File: src/rtl/rsa_pkg.sv
package rsa_pkg;
  localparam int SYM_W  = 12;
  localparam int BYTE_W = 8;

  typedef enum logic [2:0] {
    ST_IDLE,
    ST_SCAN,
    ST_RD_LO,
    ST_WR_LO,
    ST_RD_HI,
    ST_WR_HI,
    ST_DONE
  } rsa_state_e;
endpackage

File: src/rtl/rsa_sym_map.sv
module rsa_sym_map
  import rsa_pkg::*;
#(
  parameter int IDX_W  = 11,
  parameter int ADDR_W = 12
) (
  input  logic [IDX_W-1:0]  idx_i,
  input  logic [SYM_W-1:0]  pat_i,
  output logic [ADDR_W-1:0] lo_addr_o,
  output logic [BYTE_W-1:0] lo_mask_o,
  output logic [ADDR_W-1:0] hi_addr_o,
  output logic [BYTE_W-1:0] hi_mask_o,
  output logic              lo_skip_o
);
  // floor(3p/2) = p + floor(p/2)
  logic [IDX_W:0] base;
  assign base = {1'b0, idx_i} + {2'b00, idx_i[IDX_W-1:1]};

  always_comb begin
    if (idx_i[0]) begin
      lo_addr_o = ADDR_W'(base);
      lo_mask_o = pat_i[11:4];
      hi_addr_o = ADDR_W'(base) + ADDR_W'(1);
      hi_mask_o = {pat_i[3:0], 4'h0};
    end else begin
      lo_addr_o = ADDR_W'(base) - ADDR_W'(1);
      lo_mask_o = {4'h0, pat_i[11:8]};
      hi_addr_o = ADDR_W'(base);
      hi_mask_o = pat_i[7:0];
    end
  end

  // symbol 0: top nibble sits before the stream start
  assign lo_skip_o = (idx_i == '0);
endmodule

File: src/rtl/rsa_screen.sv
module rsa_screen #(
  parameter int MAX_ERR = 4,
  parameter int IDX_W   = 11,
  parameter int CNT_W   = 4,
  parameter int CW_LEN  = 1367
) (
  input  logic                     fail_i,
  input  logic [CNT_W-1:0]         count_i,
  input  logic [MAX_ERR*IDX_W-1:0] loc_i,
  input  logic [MAX_ERR-1:0]       vld_i,
  output logic [MAX_ERR-1:0]       active_o,
  output logic                     reject_o
);
  logic [MAX_ERR-1:0] range_bad;

  for (genvar g = 0; g < MAX_ERR; g++) begin : g_slot
    assign active_o[g]  = vld_i[g] && (count_i > CNT_W'(g));
    assign range_bad[g] = active_o[g] &&
                          (loc_i[g*IDX_W +: IDX_W] > IDX_W'(CW_LEN - 1));
  end

  assign reject_o = fail_i || (count_i > CNT_W'(MAX_ERR)) || (|range_bad);
endmodule

File: src/rtl/rsa_seq.sv
module rsa_seq
  import rsa_pkg::*;
#(
  parameter int MAX_ERR = 4,
  parameter int PTR_W   = 3,
  parameter int SEL_W   = 2,
  parameter int ADDR_W  = 12
) (
  input  logic              clk_i,
  input  logic              rst_ni,
  input  logic              start_i,
  input  logic              reject_i,
  input  logic [MAX_ERR-1:0] active_i,
  input  logic [ADDR_W-1:0] lo_addr_i,
  input  logic [BYTE_W-1:0] lo_mask_i,
  input  logic [ADDR_W-1:0] hi_addr_i,
  input  logic [BYTE_W-1:0] hi_mask_i,
  input  logic              lo_skip_i,
  input  logic [BYTE_W-1:0] mem_rdata_i,
  output logic [SEL_W-1:0]  sel_o,
  output logic              busy_o,
  output logic              done_o,
  output logic              uncorr_o,
  output logic              mem_en_o,
  output logic              mem_we_o,
  output logic [ADDR_W-1:0] mem_addr_o,
  output logic [BYTE_W-1:0] mem_wdata_o
);
  localparam int EXT = 1 << PTR_W;

  rsa_state_e       state_q;
  logic [PTR_W-1:0] ptr_q;
  logic             uncorr_q;
  logic [EXT-1:0]   act_ext;
  logic             ptr_end;
  logic             use_lo;

  assign act_ext = EXT'(active_i);
  assign ptr_end = (ptr_q == PTR_W'(MAX_ERR));

  always_ff @(posedge clk_i or negedge rst_ni) begin
    if (!rst_ni) begin
      state_q  <= ST_IDLE;
      ptr_q    <= '0;
      uncorr_q <= 1'b0;
    end else begin
      unique case (state_q)
        ST_IDLE: if (start_i) begin
          ptr_q    <= '0;
          uncorr_q <= reject_i;
          state_q  <= reject_i ? ST_DONE : ST_SCAN;
        end
        ST_SCAN: begin
          if (ptr_end)                state_q <= ST_DONE;
          else if (act_ext[ptr_q])    state_q <= lo_skip_i ? ST_RD_HI : ST_RD_LO;
          else                        ptr_q   <= ptr_q + PTR_W'(1);
        end
        ST_RD_LO: state_q <= ST_WR_LO;
        ST_WR_LO: state_q <= ST_RD_HI;
        ST_RD_HI: state_q <= ST_WR_HI;
        ST_WR_HI: begin
          ptr_q   <= ptr_q + PTR_W'(1);
          state_q <= ST_SCAN;
        end
        ST_DONE:  state_q <= ST_IDLE;
        default:  state_q <= ST_IDLE;
      endcase
    end
  end

  assign use_lo      = (state_q == ST_RD_LO) || (state_q == ST_WR_LO);
  assign mem_we_o    = (state_q == ST_WR_LO) || (state_q == ST_WR_HI);
  assign mem_en_o    = use_lo || (state_q == ST_RD_HI) || (state_q == ST_WR_HI);
  assign mem_addr_o  = use_lo ? lo_addr_i : hi_addr_i;
  assign mem_wdata_o = mem_rdata_i ^ (use_lo ? lo_mask_i : hi_mask_i);

  assign sel_o    = ptr_q[SEL_W-1:0];
  assign busy_o   = (state_q != ST_IDLE);
  assign done_o   = (state_q == ST_DONE);
  assign uncorr_o = uncorr_q;
endmodule

File: src/rtl/rs_err_apply.sv
module rs_err_apply
  import rsa_pkg::*;
#(
  parameter int MAX_ERR     = 4,
  parameter int PAGE_BYTES  = 2048,
  parameter int SPARE_BYTES = 64,
  parameter int CW_LEN      = 1367,
  localparam int IDX_W  = $clog2(CW_LEN),
  localparam int ADDR_W = $clog2(PAGE_BYTES + SPARE_BYTES),
  localparam int CNT_W  = $clog2(MAX_ERR + 1) + 1
) (
  input  logic                     clk_i,
  input  logic                     rst_ni,
  input  logic                     start_i,
  input  logic                     fail_i,
  input  logic [CNT_W-1:0]         count_i,
  input  logic [MAX_ERR*IDX_W-1:0] loc_i,
  input  logic [MAX_ERR*SYM_W-1:0] pat_i,
  input  logic [MAX_ERR-1:0]       vld_i,
  output logic                     busy_o,
  output logic                     done_o,
  output logic                     uncorr_o,
  output logic                     mem_en_o,
  output logic                     mem_we_o,
  output logic [ADDR_W-1:0]        mem_addr_o,
  output logic [BYTE_W-1:0]        mem_wdata_o,
  input  logic [BYTE_W-1:0]        mem_rdata_i
);
  localparam int PTR_W = $clog2(MAX_ERR + 1);
  localparam int SEL_W = (MAX_ERR > 1) ? $clog2(MAX_ERR) : 1;

  logic [MAX_ERR-1:0] active;
  logic               reject;
  logic [SEL_W-1:0]   sel;
  logic [IDX_W-1:0]   loc_arr [MAX_ERR];
  logic [SYM_W-1:0]   pat_arr [MAX_ERR];
  logic [ADDR_W-1:0]  lo_addr, hi_addr;
  logic [BYTE_W-1:0]  lo_mask, hi_mask;
  logic               lo_skip;

  for (genvar g = 0; g < MAX_ERR; g++) begin : g_unpack
    assign loc_arr[g] = loc_i[g*IDX_W +: IDX_W];
    assign pat_arr[g] = pat_i[g*SYM_W +: SYM_W];
  end

  rsa_screen #(
    .MAX_ERR(MAX_ERR), .IDX_W(IDX_W), .CNT_W(CNT_W), .CW_LEN(CW_LEN)
  ) u_screen (
    .fail_i   (fail_i),
    .count_i  (count_i),
    .loc_i    (loc_i),
    .vld_i    (vld_i),
    .active_o (active),
    .reject_o (reject)
  );

  rsa_sym_map #(.IDX_W(IDX_W), .ADDR_W(ADDR_W)) u_map (
    .idx_i     (loc_arr[sel]),
    .pat_i     (pat_arr[sel]),
    .lo_addr_o (lo_addr),
    .lo_mask_o (lo_mask),
    .hi_addr_o (hi_addr),
    .hi_mask_o (hi_mask),
    .lo_skip_o (lo_skip)
  );

  rsa_seq #(
    .MAX_ERR(MAX_ERR), .PTR_W(PTR_W), .SEL_W(SEL_W), .ADDR_W(ADDR_W)
  ) u_seq (
    .clk_i       (clk_i),
    .rst_ni      (rst_ni),
    .start_i     (start_i),
    .reject_i    (reject),
    .active_i    (active),
    .lo_addr_i   (lo_addr),
    .lo_mask_i   (lo_mask),
    .hi_addr_i   (hi_addr),
    .hi_mask_i   (hi_mask),
    .lo_skip_i   (lo_skip),
    .mem_rdata_i (mem_rdata_i),
    .sel_o       (sel),
    .busy_o      (busy_o),
    .done_o      (done_o),
    .uncorr_o    (uncorr_o),
    .mem_en_o    (mem_en_o),
    .mem_we_o    (mem_we_o),
    .mem_addr_o  (mem_addr_o),
    .mem_wdata_o (mem_wdata_o)
  );
endmodule

File: config.mk
export PLATFORM = sky130hd
export DESIGN_NAME = rs_err_apply
export DESIGN_NICKNAME = d
export VERILOG_FILES = /design/src/rtl/rsa_pkg.sv /design/src/rtl/rsa_sym_map.sv /design/src/rtl/rsa_screen.sv /design/src/rtl/rsa_seq.sv /design/src/rtl/rs_err_apply.sv
export SDC_FILE = /design/constraint.sdc
export NUM_CORES = 1
export LEC_CHECK = 0
export ABC_AREA = 1
export BUFFER_PORTS_ARGS = -buffer_cell sky130_fd_sc_hd__buf_2
export CAP_MARGIN = 10
export CORE_ASPECT_RATIO = 1.1
export CORE_MARGIN = 1.5
export CORE_UTILIZATION = 45
export DETAILED_ROUTE_END_ITERATION = 6
export PLACE_DENSITY = 0.72
export SLEW_MARGIN = 20
export SYNTH_ARGS = -nofsm -noshare
export SYNTH_HDL_FRONTEND = slang
export SYNTH_SLANG_ARGS = --single-unit
File: constraint.sdc
create_clock -name clk_i -period 7.2 [get_ports clk_i]
set_input_delay 0.72 -clock clk_i [delete_from_list [all_inputs] [get_ports clk_i]]
set_output_delay 0.72 -clock clk_i [all_outputs]
set_load 0.02 [all_outputs]
==> report_table.html, run 1 <==
<table>
<tr><th>Metric</th><th>Value</th></tr>
<tr><th colspan="2">Logic synthesis</th></tr>
<tr><td>Number of synthesized flops with an enable pin</td><td>0</td></tr>
<tr><td>Primary flip-flop cell chosen by synthesis mapping</td><td>dfrtp_1</td></tr>
<tr><td>Count of synthesis-stage warnings from yosys</td><td>0</td></tr>
<tr><td>Share of synthesized flip-flops with an asynchronous set or reset</td><td>100%</td></tr>
<tr><td>Synthesized netlist cell count</td><td>609</td></tr>
<tr><td>Seq cells post-synth</td><td>7</td></tr>
<tr><td>Mean area per synthesized cell</td><td>5.30 um^2</td></tr>
<tr><td>Biggest area contributors in the synthesized netlist</td><td>nand2_1 (22%), ha_1 (9.7%), inv_1 (9.3%)</td></tr>
<tr><td>Netlist cell types</td><td>39</td></tr>
<tr><td>Netlist area before placement</td><td>3230 um^2</td></tr>
<tr><td>Area share of the largest cell type after synthesis</td><td>21.6%</td></tr>
<tr><td>Largest area contributor in the netlist</td><td>nand2_1</td></tr>
<tr><td>Synthesized net count</td><td>747</td></tr>
<tr><td>Sequential share of the synthesized area</td><td>5.42%</td></tr>
<tr><th colspan="2">STA</th></tr>
<tr><td>Setup TNS Final</td><td>0 ns</td></tr>
<tr><td>Final-report max-slew violation count</td><td>0</td></tr>
<tr><td>Achievable Freq</td><td>210 MHz</td></tr>
<tr><td>Final cycle utilization of the critical path</td><td>66.1%</td></tr>
<tr><td>RSZ-0062 raised after global routing</td><td>no</td></tr>
<tr><td>Worst Max-Slew Pin Slew</td><td>0.641 ns</td></tr>
<tr><td>Total of endpoints with negative setup slack in the final report</td><td>0</td></tr>
<tr><td>Clock Skew</td><td>0.000726 ns</td></tr>
<tr><td>Max-slew headroom</td><td>57.2%</td></tr>
<tr><td>Shortest clock period the worst path allows after layout</td><td>4.76 ns</td></tr>
<tr><td>Count of final hold-check violations</td><td>0</td></tr>
<tr><th colspan="2">Global routing</th></tr>
<tr><td>Pin count of the biggest net entering global routing</td><td>58</td></tr>
<tr><td>First-pass GRT wire length</td><td>17,400 um</td></tr>
<tr><td>Sum of overflow across all layers after global routing</td><td>0</td></tr>
<tr><td>Antenna violations before repair</td><td>0</td></tr>
<tr><td>GR Util All Layers</td><td>26.9%</td></tr>
<tr><td>Number of global-route vias before repair</td><td>3,941</td></tr>
<tr><th colspan="2">Layout</th></tr>
<tr><td>Filler cell count in the final layout</td><td>777</td></tr>
<tr><td>Number of nets in the layout</td><td>873</td></tr>
<tr><td>Antenna diode count</td><td>0</td></tr>
<tr><td>Area of the multi-input gates</td><td>2640 um^2</td></tr>
<tr><td>Fraction of layout cells with a size suffix above 1</td><td>25.5%</td></tr>
<tr><td>Most frequent cells in the layout</td><td>nand2_1 (186), buf_2 (136), inv_1 (80), nor2_1 (67), nand3_1 (50)</td></tr>
<tr><td>Count of placed standard cells in the final layout, fillers left out</td><td>819</td></tr>
<tr><td>Core occupancy in the finished layout</td><td>57.3%</td></tr>
<tr><td>Most common cell after layout, fill and taps aside</td><td>nand2_1</td></tr>
<tr><td>Storage element area</td><td>175 um^2</td></tr>
<tr><td>Area added between synthesis and finish</td><td>23.5%</td></tr>
<tr><th colspan="2">Clock tree</th></tr>
<tr><td>Number of H-tree levels</td><td>1</td></tr>
<tr><td>CTS buffer count</td><td>3</td></tr>
<tr><td>Latest clock arrival within the worst-skew pair</td><td>0.23 ns</td></tr>
<tr><td>Number of sinks handled by clock tree synthesis</td><td>7</td></tr>
<tr><td>Count of cells resized by post-cts repair</td><td>0</td></tr>
<tr><td>Maximum clock insertion buffer count</td><td>2</td></tr>
<tr><td>Post-CTS setup buffers</td><td>0</td></tr>
<tr><td>Clock-pin slew of the registers on the worst-case setup and hold paths</td><td>0.04 ns</td></tr>
<tr><td>CTS tree</td><td>yes</td></tr>
<tr><td>Cts hold-fix bufs</td><td>0</td></tr>
<tr><td>Buffer type at the clock tree root</td><td>clkbuf_8</td></tr>
<tr><th colspan="2">Place</th></tr>
<tr><td>Post-Place Cells</td><td>815</td></tr>
<tr><td>Routability congestion estimate from global placement</td><td>0.964</td></tr>
<tr><td>DPL Wire Length</td><td>8910 um</td></tr>
<tr><td>Port Buffers</td><td>136</td></tr>
<tr><th colspan="2">Pwr</th></tr>
<tr><td>Pwr Density</td><td>540 nW/um^2</td></tr>
<tr><td>Static Leak</td><td>2.34 nW</td></tr>
<tr><td>Worst voltage drop across the vdd grid</td><td>449 uV</td></tr>
<tr><th colspan="2">Detailed routing</th></tr>
<tr><td>Post-route antenna net violation count</td><td>0</td></tr>
<tr><td>Post-DR vias/cell</td><td>5.27</td></tr>
<tr><td>First-pass iteration count of the detailed router</td><td>5</td></tr>
<tr><td>Total wire length</td><td>10,600 um</td></tr>
<tr><td>Total via count after detailed routing</td><td>4,318</td></tr>
<tr><td>WL/cell</td><td>13.0 um</td></tr>
<tr><td>DRC viols</td><td>0</td></tr>
<tr><td>DRT iter0 DRCs</td><td>252</td></tr>
<tr><th colspan="2">Die</th></tr>
<tr><td>Total Die Area</td><td>7700 um^2</td></tr>
<tr><td>Die extent in y</td><td>91.9 um</td></tr>
<tr><td>Cell Rows</td><td>32</td></tr>
<tr><td>Chip width</td><td>83.8 um</td></tr>
<tr><td>Core box area</td><td>6970 um^2</td></tr>
<tr><td>I/O pin cnt</td><td>137</td></tr>
<tr><td>Starting Density</td><td>46.4%</td></tr>
<tr><th colspan="2">Critical path</th></tr>
<tr><td>Biggest fanout along the worst timing path</td><td>57</td></tr>
<tr><td>Launching element type of the critical path</td><td>register</td></tr>
<tr><td>Crit Path Class</td><td>register to output pin</td></tr>
<tr><td>Arrival @ worst endpoint</td><td>4.04 ns</td></tr>
<tr><td>Critical path capture point type</td><td>output pin</td></tr>
<tr><td>Required time of the worst setup path</td><td>6.48 ns</td></tr>
<tr><th colspan="2">Flow run</th></tr>
<tr><td>Max Cap Viol</td><td>0</td></tr>
<tr><th colspan="2">Outcome</th></tr>
<tr><td>Run status</td><td>completed</td></tr>
<tr><th colspan="2">Min path</th></tr>
<tr><td>Class of the tightest hold or removal check</td><td>primary input to asynchronous set/reset pin</td></tr>
</table>
## synth_stat cells (all sizes together) (4+ instances only)
master  count
nand2     201
nand3b      7
buf        10
dfrtp       7
a32oi       9
nand4       8
nand3      54
a21boi      4
inv        87
or2         4
nor3       14
xor2       15
nor2       79
a21oi      23
o22ai      11
clkbuf      6
ha         25
o21ai      37
## critical path, cell delays in order (launching register included)
cell     delay [ns]
dfrtp_1        0.35
buf_4          0.28
inv_2          0.54
nand2_1        0.13
a32oi_1        0.51
ha_1           0.32
fa_1           0.50
inv_1          0.09
ha_1           0.14
nand3_1        0.07
inv_1          0.09
nand3_1        0.10
nor2_1         0.19
nand4_1        0.15
nand2_1        0.08
nand2_1        0.05
nand2_1        0.05
buf_2          0.15
## cells by family (layout without fill, tap and decap cells)
logic type	after synthesis	count (layout)	synth area share [%]
xor+xnor	15	15	4.07
flops	7	7	5.42
fa+ha+maj	26	26	10.3
compound gates	89	89	16.3
buf+inv	104	229	12.7
simple gates	367	367	50.8
mux	1	1	0.349
## layout make-up
| cell class | instances | share of cell area, % |
|---|---|---|
| Clock buffer | 4 | 1.13 |
| Inverter | 88 | 8.28 |
| Multi-Input combinational cell | 498 | 66.3 |
| Sequential cell | 7 | 4.39 |
| Tap cell | 85 | 2.67 |
| Timing Repair Buffer | 137 | 17.3 |
## power by group
part	switching [mW]	internal [mW]
registers	0.0256	0.0542
clock network	0.0174	0.0383
logic	1.35	0.668
## routing by layer
layer / global-route usage, % / vias up / wire length, um
met4: 6.83 / 0 / 280
met5: 0 / - / 0
met3: 1.89 / 23 / 641
met2: 47.8 / 148 / 5040
li1: - / 2216 / -
met1: 35.4 / 1931 / 4650
## through the flow
step           hold WS, ns  total power [mW]  instance area (um^2)  setup WS [ns]
6_report             0.324              2.15                  3990           2.44
5_1_grt              0.330              2.41                  3990           2.03
4_1_cts              0.325              2.15                  3990           2.45
3_5_place_dp         0.499              2.09                  3940           2.71
3_3_place_gp         0.489              2.05                  3940           2.81
2_1_floorplan        0.424              1.63                  3230           3.38
## registers in the layout, indices dropped and copies added (netlist names)
register and count:
u_seq.uncorr_o 1, u_seq.ptr_q 3, u_seq.state_q 3
## worst paths after layout
| kind | start | end | slack (ns) | cells past startpoint |
|---|---|---|---|---|
| max | u_seq.ptr_q[0] | mem_addr_o[10] | 2.44 | 17 |
| min | rst_ni | u_seq.state_q[0] | 0.32 | 1 |
| max reg2reg | u_seq.ptr_q[0] | u_seq.state_q[1] | 4.33 | 11 |
| min reg2reg | u_seq.uncorr_o | u_seq.uncorr_o | 0.53 | 1 |
| max in group asynchronous | rst_ni | u_seq.ptr_q[2] | 6.71 | 1 |
| min in group clk_i | u_seq.uncorr_o | u_seq.uncorr_o | 0.53 | 1 |
(Power assumes the default switching activity.)
==> run 2: changes to the inputs <==
Clock period 7.2 ns to 4.7 ns, I/O delays scaled along.
==> report_table.html, run 2 (synthesized netlist as in run 1, its figures left out) <==
<table>
<tr><th>Metric</th><th>Value</th></tr>
<tr><th colspan="2">Outcome</th></tr>
<tr><td>Run status</td><td>completed</td></tr>
<tr><th colspan="2">STA</th></tr>
<tr><td>Achievable Freq</td><td>247 MHz</td></tr>
<tr><td>RSZ-0062 raised after global routing</td><td>no</td></tr>
<tr><td>Final-report max-slew violation count</td><td>0</td></tr>
<tr><td>Shortest clock period the worst path allows after layout</td><td>4.04 ns</td></tr>
<tr><td>Worst Max-Slew Pin Slew</td><td>0.659 ns</td></tr>
<tr><td>Setup ws final</td><td>0.659 ns</td></tr>
<tr><td>Setup TNS Final</td><td>0 ns</td></tr>
<tr><td>Clock Skew</td><td>0.00300 ns</td></tr>
<tr><td>Total of endpoints with negative setup slack in the final report</td><td>0</td></tr>
<tr><td>Count of final hold-check violations</td><td>0</td></tr>
<tr><td>Max-slew headroom</td><td>56.0%</td></tr>
<tr><td>Final cycle utilization of the critical path</td><td>86.0%</td></tr>
<tr><th colspan="2">Clock tree</th></tr>
<tr><td>CTS tree</td><td>yes</td></tr>
<tr><td>Count of cells resized by post-cts repair</td><td>0</td></tr>
<tr><td>Number of H-tree levels</td><td>1</td></tr>
<tr><td>Clock-pin slew of the registers on the worst-case setup and hold paths</td><td>0.04 ns</td></tr>
<tr><td>Post-CTS setup buffers</td><td>0</td></tr>
<tr><td>Maximum clock insertion buffer count</td><td>2</td></tr>
<tr><td>Buffer type at the clock tree root</td><td>clkbuf_8</td></tr>
<tr><td>CTS buffer count</td><td>3</td></tr>
<tr><td>Cts hold-fix bufs</td><td>0</td></tr>
<tr><td>Latest clock arrival within the worst-skew pair</td><td>0.23 ns</td></tr>
<tr><td>Number of sinks handled by clock tree synthesis</td><td>7</td></tr>
<tr><th colspan="2">Detailed routing</th></tr>
<tr><td>Post-DR vias/cell</td><td>5.27</td></tr>
<tr><td>DRC viols</td><td>0</td></tr>
<tr><td>Total wire length</td><td>10,400 um</td></tr>
<tr><td>WL/cell</td><td>12.7 um</td></tr>
<tr><td>DRT iter0 DRCs</td><td>235</td></tr>
<tr><td>First-pass iteration count of the detailed router</td><td>5</td></tr>
<tr><td>Total via count after detailed routing</td><td>4,320</td></tr>
<tr><td>Post-route antenna net violation count</td><td>0</td></tr>
<tr><th colspan="2">Layout</th></tr>
<tr><td>Area of the multi-input gates</td><td>2640 um^2</td></tr>
<tr><td>Core occupancy in the finished layout</td><td>57.4%</td></tr>
<tr><td>Design area</td><td>4000 um^2</td></tr>
<tr><td>Filler cell count in the final layout</td><td>746</td></tr>
<tr><td>Area added between synthesis and finish</td><td>23.7%</td></tr>
<tr><td>Most common cell after layout, fill and taps aside</td><td>nand2_1</td></tr>
<tr><td>Most frequent cells in the layout</td><td>nand2_1 (186), buf_2 (136), inv_1 (80), nor2_1 (67), nand3_1 (50)</td></tr>
<tr><td>Storage element area</td><td>175 um^2</td></tr>
<tr><td>Number of nets in the layout</td><td>874</td></tr>
<tr><td>Antenna diode count</td><td>0</td></tr>
<tr><td>Fraction of layout cells with a size suffix above 1</td><td>25.6%</td></tr>
<tr><th colspan="2">Critical path</th></tr>
<tr><td>Crit Path Class</td><td>register to output pin</td></tr>
<tr><td>R2r startpoint</td><td>u_seq.ptr_q[0]</td></tr>
<tr><td>Required time of the worst setup path</td><td>4.23 ns</td></tr>
<tr><td>Cells on worst reg2reg path</td><td>10</td></tr>
<tr><td>Worst setup slack for register-to-register paths</td><td>2.27 ns</td></tr>
<tr><td>Arrival @ worst endpoint</td><td>3.57 ns</td></tr>
<tr><td>Critical path capture point type</td><td>output pin</td></tr>
<tr><td>Launching element of the worst setup path</td><td>u_seq.ptr_q[0]</td></tr>
<tr><td>Launching element type of the critical path</td><td>register</td></tr>
<tr><td>Biggest fanout along the worst timing path</td><td>44</td></tr>
<tr><th colspan="2">Die</th></tr>
<tr><td>Chip width</td><td>83.8 um</td></tr>
<tr><td>Total Die Area</td><td>7700 um^2</td></tr>
<tr><td>Cell Rows</td><td>32</td></tr>
<tr><td>I/O pin cnt</td><td>137</td></tr>
<tr><td>Core box area</td><td>6970 um^2</td></tr>
<tr><td>Starting Density</td><td>46.4%</td></tr>
<tr><td>Die extent in y</td><td>91.9 um</td></tr>
<tr><th colspan="2">Pwr</th></tr>
<tr><td>Static Leak</td><td>2.34 nW</td></tr>
<tr><td>Pwr Density</td><td>827 nW/um^2</td></tr>
<tr><td>Worst voltage drop across the vdd grid</td><td>800 uV</td></tr>
<tr><th colspan="2">Place</th></tr>
<tr><td>Post-Place Worst Slack</td><td>0.914 ns</td></tr>
<tr><td>Routability congestion estimate from global placement</td><td>0.966</td></tr>
<tr><td>Port Buffers</td><td>136</td></tr>
<tr><td>DPL Wire Length</td><td>8880 um</td></tr>
<tr><td>Total placed instance area</td><td>3950 um^2</td></tr>
<tr><th colspan="2">Flow run</th></tr>
<tr><td>Max Cap Viol</td><td>0</td></tr>
<tr><th colspan="2">Min path</th></tr>
<tr><td>Class of the tightest hold or removal check</td><td>primary input to asynchronous set/reset pin</td></tr>
<tr><th colspan="2">Global routing</th></tr>
<tr><td>Pin count of the biggest net entering global routing</td><td>57</td></tr>
<tr><td>Antenna violations before repair</td><td>0</td></tr>
<tr><td>Number of global-route vias before repair</td><td>3,954</td></tr>
<tr><td>Sum of overflow across all layers after global routing</td><td>0</td></tr>
<tr><td>GR Util All Layers</td><td>26.4%</td></tr>
<tr><td>First-pass GRT wire length</td><td>17,100 um</td></tr>
</table>
## run 2: changes by cell type in the layout (fill, tap and decap cells not counted)
cell	change
buf_4	+1
## run 2: stage by stage
step	hold WS [ns]	total power [mW]	cells
after floorplan	0.174	2.49	609
final	0.0726	3.31	820
after CTS	0.0722	3.30	820
after global routing	0.0791	3.67	820
after detailed placement	0.318	3.20	816
after global placement	0.314	3.15	816
## run 2: path summary, 6_finish.rpt
check,to
worst min-delay path,u_seq.state_q[0]
max in group asynchronous,u_seq.ptr_q[0]
min in group clk_i,u_seq.uncorr_o
worst max register to register,u_seq.state_q[1]
worst min register to register,u_seq.uncorr_o
worst max-delay path,mem_addr_o[10]
## run 2: worst max-delay path: stages, from the launching register on
cell,delay [ns]
dfrtp_1,0.38
inv_2,0.49
nand2_1,0.11
a32oi_1,0.44
ha_1,0.30
fa_1,0.50
inv_1,0.09
ha_1,0.14
nand3_1,0.07
inv_1,0.09
nand3_1,0.11
nor2_1,0.16
nand4_1,0.13
nand2_1,0.08
nand2_1,0.04
nand2_1,0.05
buf_2,0.15
## run 2: layout make-up
class | instances | share of cell area, %
timing repair buffer | 138 | 17.4
multi-input combinational | 498 | 66.2
tap | 85 | 2.66
clock buffer | 4 | 1.13
sequential | 7 | 4.38
inverter | 88 | 8.27
## run 2: power by group
part	total, mW	switching, mW	leakage [nW]	internal (mW)
clock	0.0850	0.0263	0.0228	0.0587
sequential	0.106	0.0221	0.0883	0.0835
combinational	3.12	2.09	2.23	1.03
total	3.31	2.14	2.34	1.17
## run 2: layer usage
metal	vias to the layer above	routed length (um)	GRT usage, %	share of wire (%)
met5	-	0	0	0
met4	0	175	6.83	1.7
met3	15	588	2.70	5.7
met2	156	4990	47.8	48
met1	1935	4640	33.4	45
li1	2214	-	-	-
==> run 3: changes to the inputs <==
Settings changed: GPL_ROUTABILITY_DRIVEN from default to 1, PLACE_DENSITY 0.72 to 0.69, SYNTH_HIERARCHICAL from default to 1.
==> report_table.html, run 3 <==
<table>
<tr><th>Metric</th><th>Value</th></tr>
<tr><th colspan="2">Outcome</th></tr>
<tr><td>Run status</td><td>completed</td></tr>
<tr><th colspan="2">Logic synthesis</th></tr>
<tr><td>Synthesized net count</td><td>890</td></tr>
<tr><td>Largest area contributor in the netlist</td><td>nand2_1</td></tr>
<tr><td>Sequential share of the synthesized area</td><td>4.44%</td></tr>
<tr><td>Primary flip-flop cell chosen by synthesis mapping</td><td>dfrtp_1</td></tr>
<tr><td>Count of synthesis-stage warnings from yosys</td><td>6</td></tr>
<tr><td>Top cell types by occurrence after synthesis</td><td>nand2_1 (256), inv_1 (170), nand3_1 (89), nor2_1 (51), ha_1 (22)</td></tr>
<tr><td>Mean area per synthesized cell</td><td>5.23 um^2</td></tr>
<tr><td>Netlist area before placement</td><td>3950 um^2</td></tr>
<tr><td>Netlist cell types</td><td>38</td></tr>
<tr><td>Number of synthesized flops with an enable pin</td><td>0</td></tr>
<tr><td>Share of synthesized flip-flops with an asynchronous set or reset</td><td>100%</td></tr>
<tr><td>Area share of the largest cell type after synthesis</td><td>24.3%</td></tr>
<tr><td>Cell with the most instances after synthesis</td><td>nand2_1</td></tr>
<tr><td>Seq cells post-synth</td><td>7</td></tr>
<tr><td>Synthesized netlist cell count</td><td>755</td></tr>
<tr><td>Biggest area contributors in the synthesized netlist</td><td>nand2_1 (24%), inv_1 (16%), nand3_1 (11%)</td></tr>
<tr><th colspan="2">Pwr</th></tr>
<tr><td>Overall power</td><td>4.03 mW</td></tr>
<tr><td>Pwr Density</td><td>864 nW/um^2</td></tr>
<tr><td>Static Leak</td><td>3.03 nW</td></tr>
<tr><td>Worst voltage drop across the vdd grid</td><td>292 uV</td></tr>
<tr><td>Net Sw Frac</td><td>63.0%</td></tr>
<tr><td>Switching power of the nets</td><td>2.53 mW</td></tr>
<tr><td>Clock power frac</td><td>2.1%</td></tr>
<tr><td>Power Internal</td><td>1.49 mW</td></tr>
<tr><td>Power share of the sequential group</td><td>3.0%</td></tr>
<tr><td>Combinational share of power</td><td>94.9%</td></tr>
<tr><th colspan="2">Critical path</th></tr>
<tr><td>FF-to-FF End</td><td>u_seq/state_q[2]</td></tr>
<tr><td>CP Cell Sequence</td><td>inv_2, nand3_1, nand2_1, ha_1, fa_1, ha_1, nand2_1, nor2_1, nand3_1, nor2_1, nand3_1, nor2_2, nand3_1, nand2_1, inv_1, mux2_1, buf_2</td></tr>
<tr><td>Launching element type of the critical path</td><td>register</td></tr>
<tr><td>Most used cell along the critical path</td><td>nand3_1</td></tr>
<tr><td>R2r startpoint</td><td>u_seq/ptr_q[1]</td></tr>
<tr><td>Worst-path cell with the longest stage delay</td><td>fa_1</td></tr>
<tr><td>Delay of the slowest cell on the worst path</td><td>0.64 ns</td></tr>
<tr><td>Worst setup slack for register-to-register paths</td><td>2.19 ns</td></tr>
<tr><td>Cells on worst reg2reg path</td><td>12</td></tr>
<tr><td>Biggest fanout along the worst timing path</td><td>23</td></tr>
<tr><td>Critical path capture point type</td><td>output pin</td></tr>
<tr><td>Required time of the worst setup path</td><td>4.23 ns</td></tr>
<tr><td>Arrival @ worst endpoint</td><td>3.77 ns</td></tr>
<tr><td>Crit Path Class</td><td>register to output pin</td></tr>
<tr><th colspan="2">STA</th></tr>
<tr><td>Total of endpoints with negative setup slack in the final report</td><td>0</td></tr>
<tr><td>Clock Skew</td><td>0.00277 ns</td></tr>
<tr><td>Count of final hold-check violations</td><td>0</td></tr>
<tr><td>Final cycle utilization of the critical path</td><td>90.1%</td></tr>
<tr><td>Final-report max-slew violation count</td><td>0</td></tr>
<tr><td>Max-slew headroom</td><td>63.4%</td></tr>
<tr><td>Achievable Freq</td><td>236 MHz</td></tr>
<tr><td>Shortest clock period the worst path allows after layout</td><td>4.24 ns</td></tr>
<tr><td>Setup ws final</td><td>0.464 ns</td></tr>
<tr><td>Worst Max-Slew Pin Slew</td><td>0.547 ns</td></tr>
<tr><td>Setup TNS Final</td><td>0 ns</td></tr>
<tr><td>Final Hold Slack</td><td>0.0797 ns</td></tr>
<tr><td>RSZ-0062 raised after global routing</td><td>no</td></tr>
<tr><th colspan="2">Detailed routing</th></tr>
<tr><td>Total via count after detailed routing</td><td>4,773</td></tr>
<tr><td>DRC viols</td><td>0</td></tr>
<tr><td>Post-DR vias/cell</td><td>4.83</td></tr>
<tr><td>Total wire length</td><td>11,100 um</td></tr>
<tr><td>Post-route antenna net violation count</td><td>0</td></tr>
<tr><td>First-pass iteration count of the detailed router</td><td>5</td></tr>
<tr><td>WL/cell</td><td>11.2 um</td></tr>
<tr><td>DRT iter0 DRCs</td><td>182</td></tr>
<tr><th colspan="2">Die</th></tr>
<tr><td>Core box area</td><td>8450 um^2</td></tr>
<tr><td>Die extent in y</td><td>101 um</td></tr>
<tr><td>I/O pin cnt</td><td>137</td></tr>
<tr><td>Chip width</td><td>92.3 um</td></tr>
<tr><td>Starting Density</td><td>46.7%</td></tr>
<tr><td>Cell Rows</td><td>35</td></tr>
<tr><td>Total Die Area</td><td>9350 um^2</td></tr>
<tr><th colspan="2">Clock tree</th></tr>
<tr><td>Clock-pin slew of the registers on the worst-case setup and hold paths</td><td>0.04 ns</td></tr>
<tr><td>Number of H-tree levels</td><td>1</td></tr>
<tr><td>Post-CTS setup buffers</td><td>0</td></tr>
<tr><td>Number of sinks handled by clock tree synthesis</td><td>7</td></tr>
<tr><td>Latest clock arrival within the worst-skew pair</td><td>0.22 ns</td></tr>
<tr><td>CTS buffer count</td><td>3</td></tr>
<tr><td>Cts hold-fix bufs</td><td>0</td></tr>
<tr><td>CTS tree</td><td>yes</td></tr>
<tr><td>Maximum clock insertion buffer count</td><td>2</td></tr>
<tr><td>Buffer type at the clock tree root</td><td>clkbuf_8</td></tr>
<tr><th colspan="2">Place</th></tr>
<tr><td>Total placed instance area</td><td>4610 um^2</td></tr>
<tr><td>Routability congestion estimate from global placement</td><td>0.921</td></tr>
<tr><td>Port Buffers</td><td>136</td></tr>
<tr><td>Post-Place Cells</td><td>985</td></tr>
<tr><td>Post-Place Worst Slack</td><td>0.647 ns</td></tr>
<tr><td>DPL Wire Length</td><td>9560 um</td></tr>
<tr><th colspan="2">Layout</th></tr>
<tr><td>Core occupancy in the finished layout</td><td>55.1%</td></tr>
<tr><td>Most common cell after layout, fill and taps aside</td><td>nand2_1</td></tr>
<tr><td>Area added between synthesis and finish</td><td>17.9%</td></tr>
<tr><td>Most frequent cells in the layout</td><td>nand2_1 (256), inv_1 (170), buf_2 (136), nand3_1 (89), nor2_1 (51)</td></tr>
<tr><td>Count of placed standard cells in the final layout, fillers left out</td><td>989</td></tr>
<tr><td>Antenna diode count</td><td>0</td></tr>
<tr><td>Design area</td><td>4660 um^2</td></tr>
<tr><td>Fraction of layout cells with a size suffix above 1</td><td>21.8%</td></tr>
<tr><td>Number of nets in the layout</td><td>1,014</td></tr>
<tr><th colspan="2">Global routing</th></tr>
<tr><td>First-pass GRT wire length</td><td>18,600 um</td></tr>
<tr><td>GR Util All Layers</td><td>23.5%</td></tr>
<tr><td>Pin count of the biggest net entering global routing</td><td>53</td></tr>
<tr><td>Sum of overflow across all layers after global routing</td><td>0</td></tr>
<tr><td>Antenna violations before repair</td><td>0</td></tr>
<tr><td>Number of global-route vias before repair</td><td>4,431</td></tr>
<tr><th colspan="2">Flow run</th></tr>
<tr><td>Max Cap Viol</td><td>0</td></tr>
<tr><th colspan="2">Min path</th></tr>
<tr><td>Class of the tightest hold or removal check</td><td>primary input to asynchronous set/reset pin</td></tr>
</table>
-- run 3: power by group through the flow --
stage	Clock (mW)	Sequential (mW)	Combinational [mW]
after CTS	0.0865	0.121	3.83
after global placement	0	0.120	3.73
after floorplan	0	0.119	3.05
after global routing	0.0917	0.129	4.30
final	0.0848	0.122	3.82
after detailed placement	0	0.122	3.82
-- run 3: per-layer routing --
metal / track usage (%) / up-vias / routed length [um]
li1: - / 2517 / -
met1: 28.4 / 2058 / 4850
met2: 43.9 / 176 / 5350
met3: 1.80 / 22 / 571
met4: 7.81 / 0 / 308
met5: 0 / - / 0
-- run 3: worst max-delay path by stage --
stage / startpoint / end / slack (ns) / cells past startpoint
after floorplan: u_seq/ptr_q[0] / mem_addr_o[10] / 0.94 / 19
after global placement: u_seq/ptr_q[0] / mem_addr_o[10] / 0.74 / 18
after detailed placement: u_seq/ptr_q[0] / mem_addr_o[10] / 0.65 / 18
after CTS: u_seq/ptr_q[0] / mem_addr_o[10] / 0.41 / 18
after global routing: u_seq/ptr_q[1] / mem_addr_o[10] / 0.04 / 17
final: u_seq/ptr_q[1] / mem_addr_o[10] / 0.46 / 17
-- run 3: repair_timing --
| action | CTS | global route |
|---|---|---|
| endpoints found under the setup margin | 0 | 1 |
| gates resized for setup | 0 | 1 |
| hold endpoints to repair | 0 | 0 |
-- run 3: cells by family (layout without fill, tap and decap cells) --
group / Yosys count / in the layout / synth area share [%]
and+or+nand+nor: 450 / 450 / 50.7
buffers and inverters: 197 / 320 / 21.5
AOI/OAI and AO/OA: 36 / 36 / 5.07
adders and majority gates: 23 / 23 / 7.48
xor gates and xnor gates: 22 / 22 / 5.36
muxes: 20 / 20 / 5.45
DFF: 7 / 7 / 4.44
-- run 3: critical path: cells and delay by family (launching register included) --
family | cells | cell delay (ns)
AND/OR/NAND/NOR | 10 | 1.17
adder cells (fa/ha/maj) | 3 | 1.09
flip-flops | 1 | 0.54
buffers and inverters | 3 | 0.45
multiplexers | 1 | 0.28
-- run 3: layout make-up --
cell class	count	area, um^2
fill	925	3790
tap	111	139
sequential	7	175
multi-input combinational	551	2920
clock buffer	4	45.0
inverter	176	661
timing repair buffer	140	714
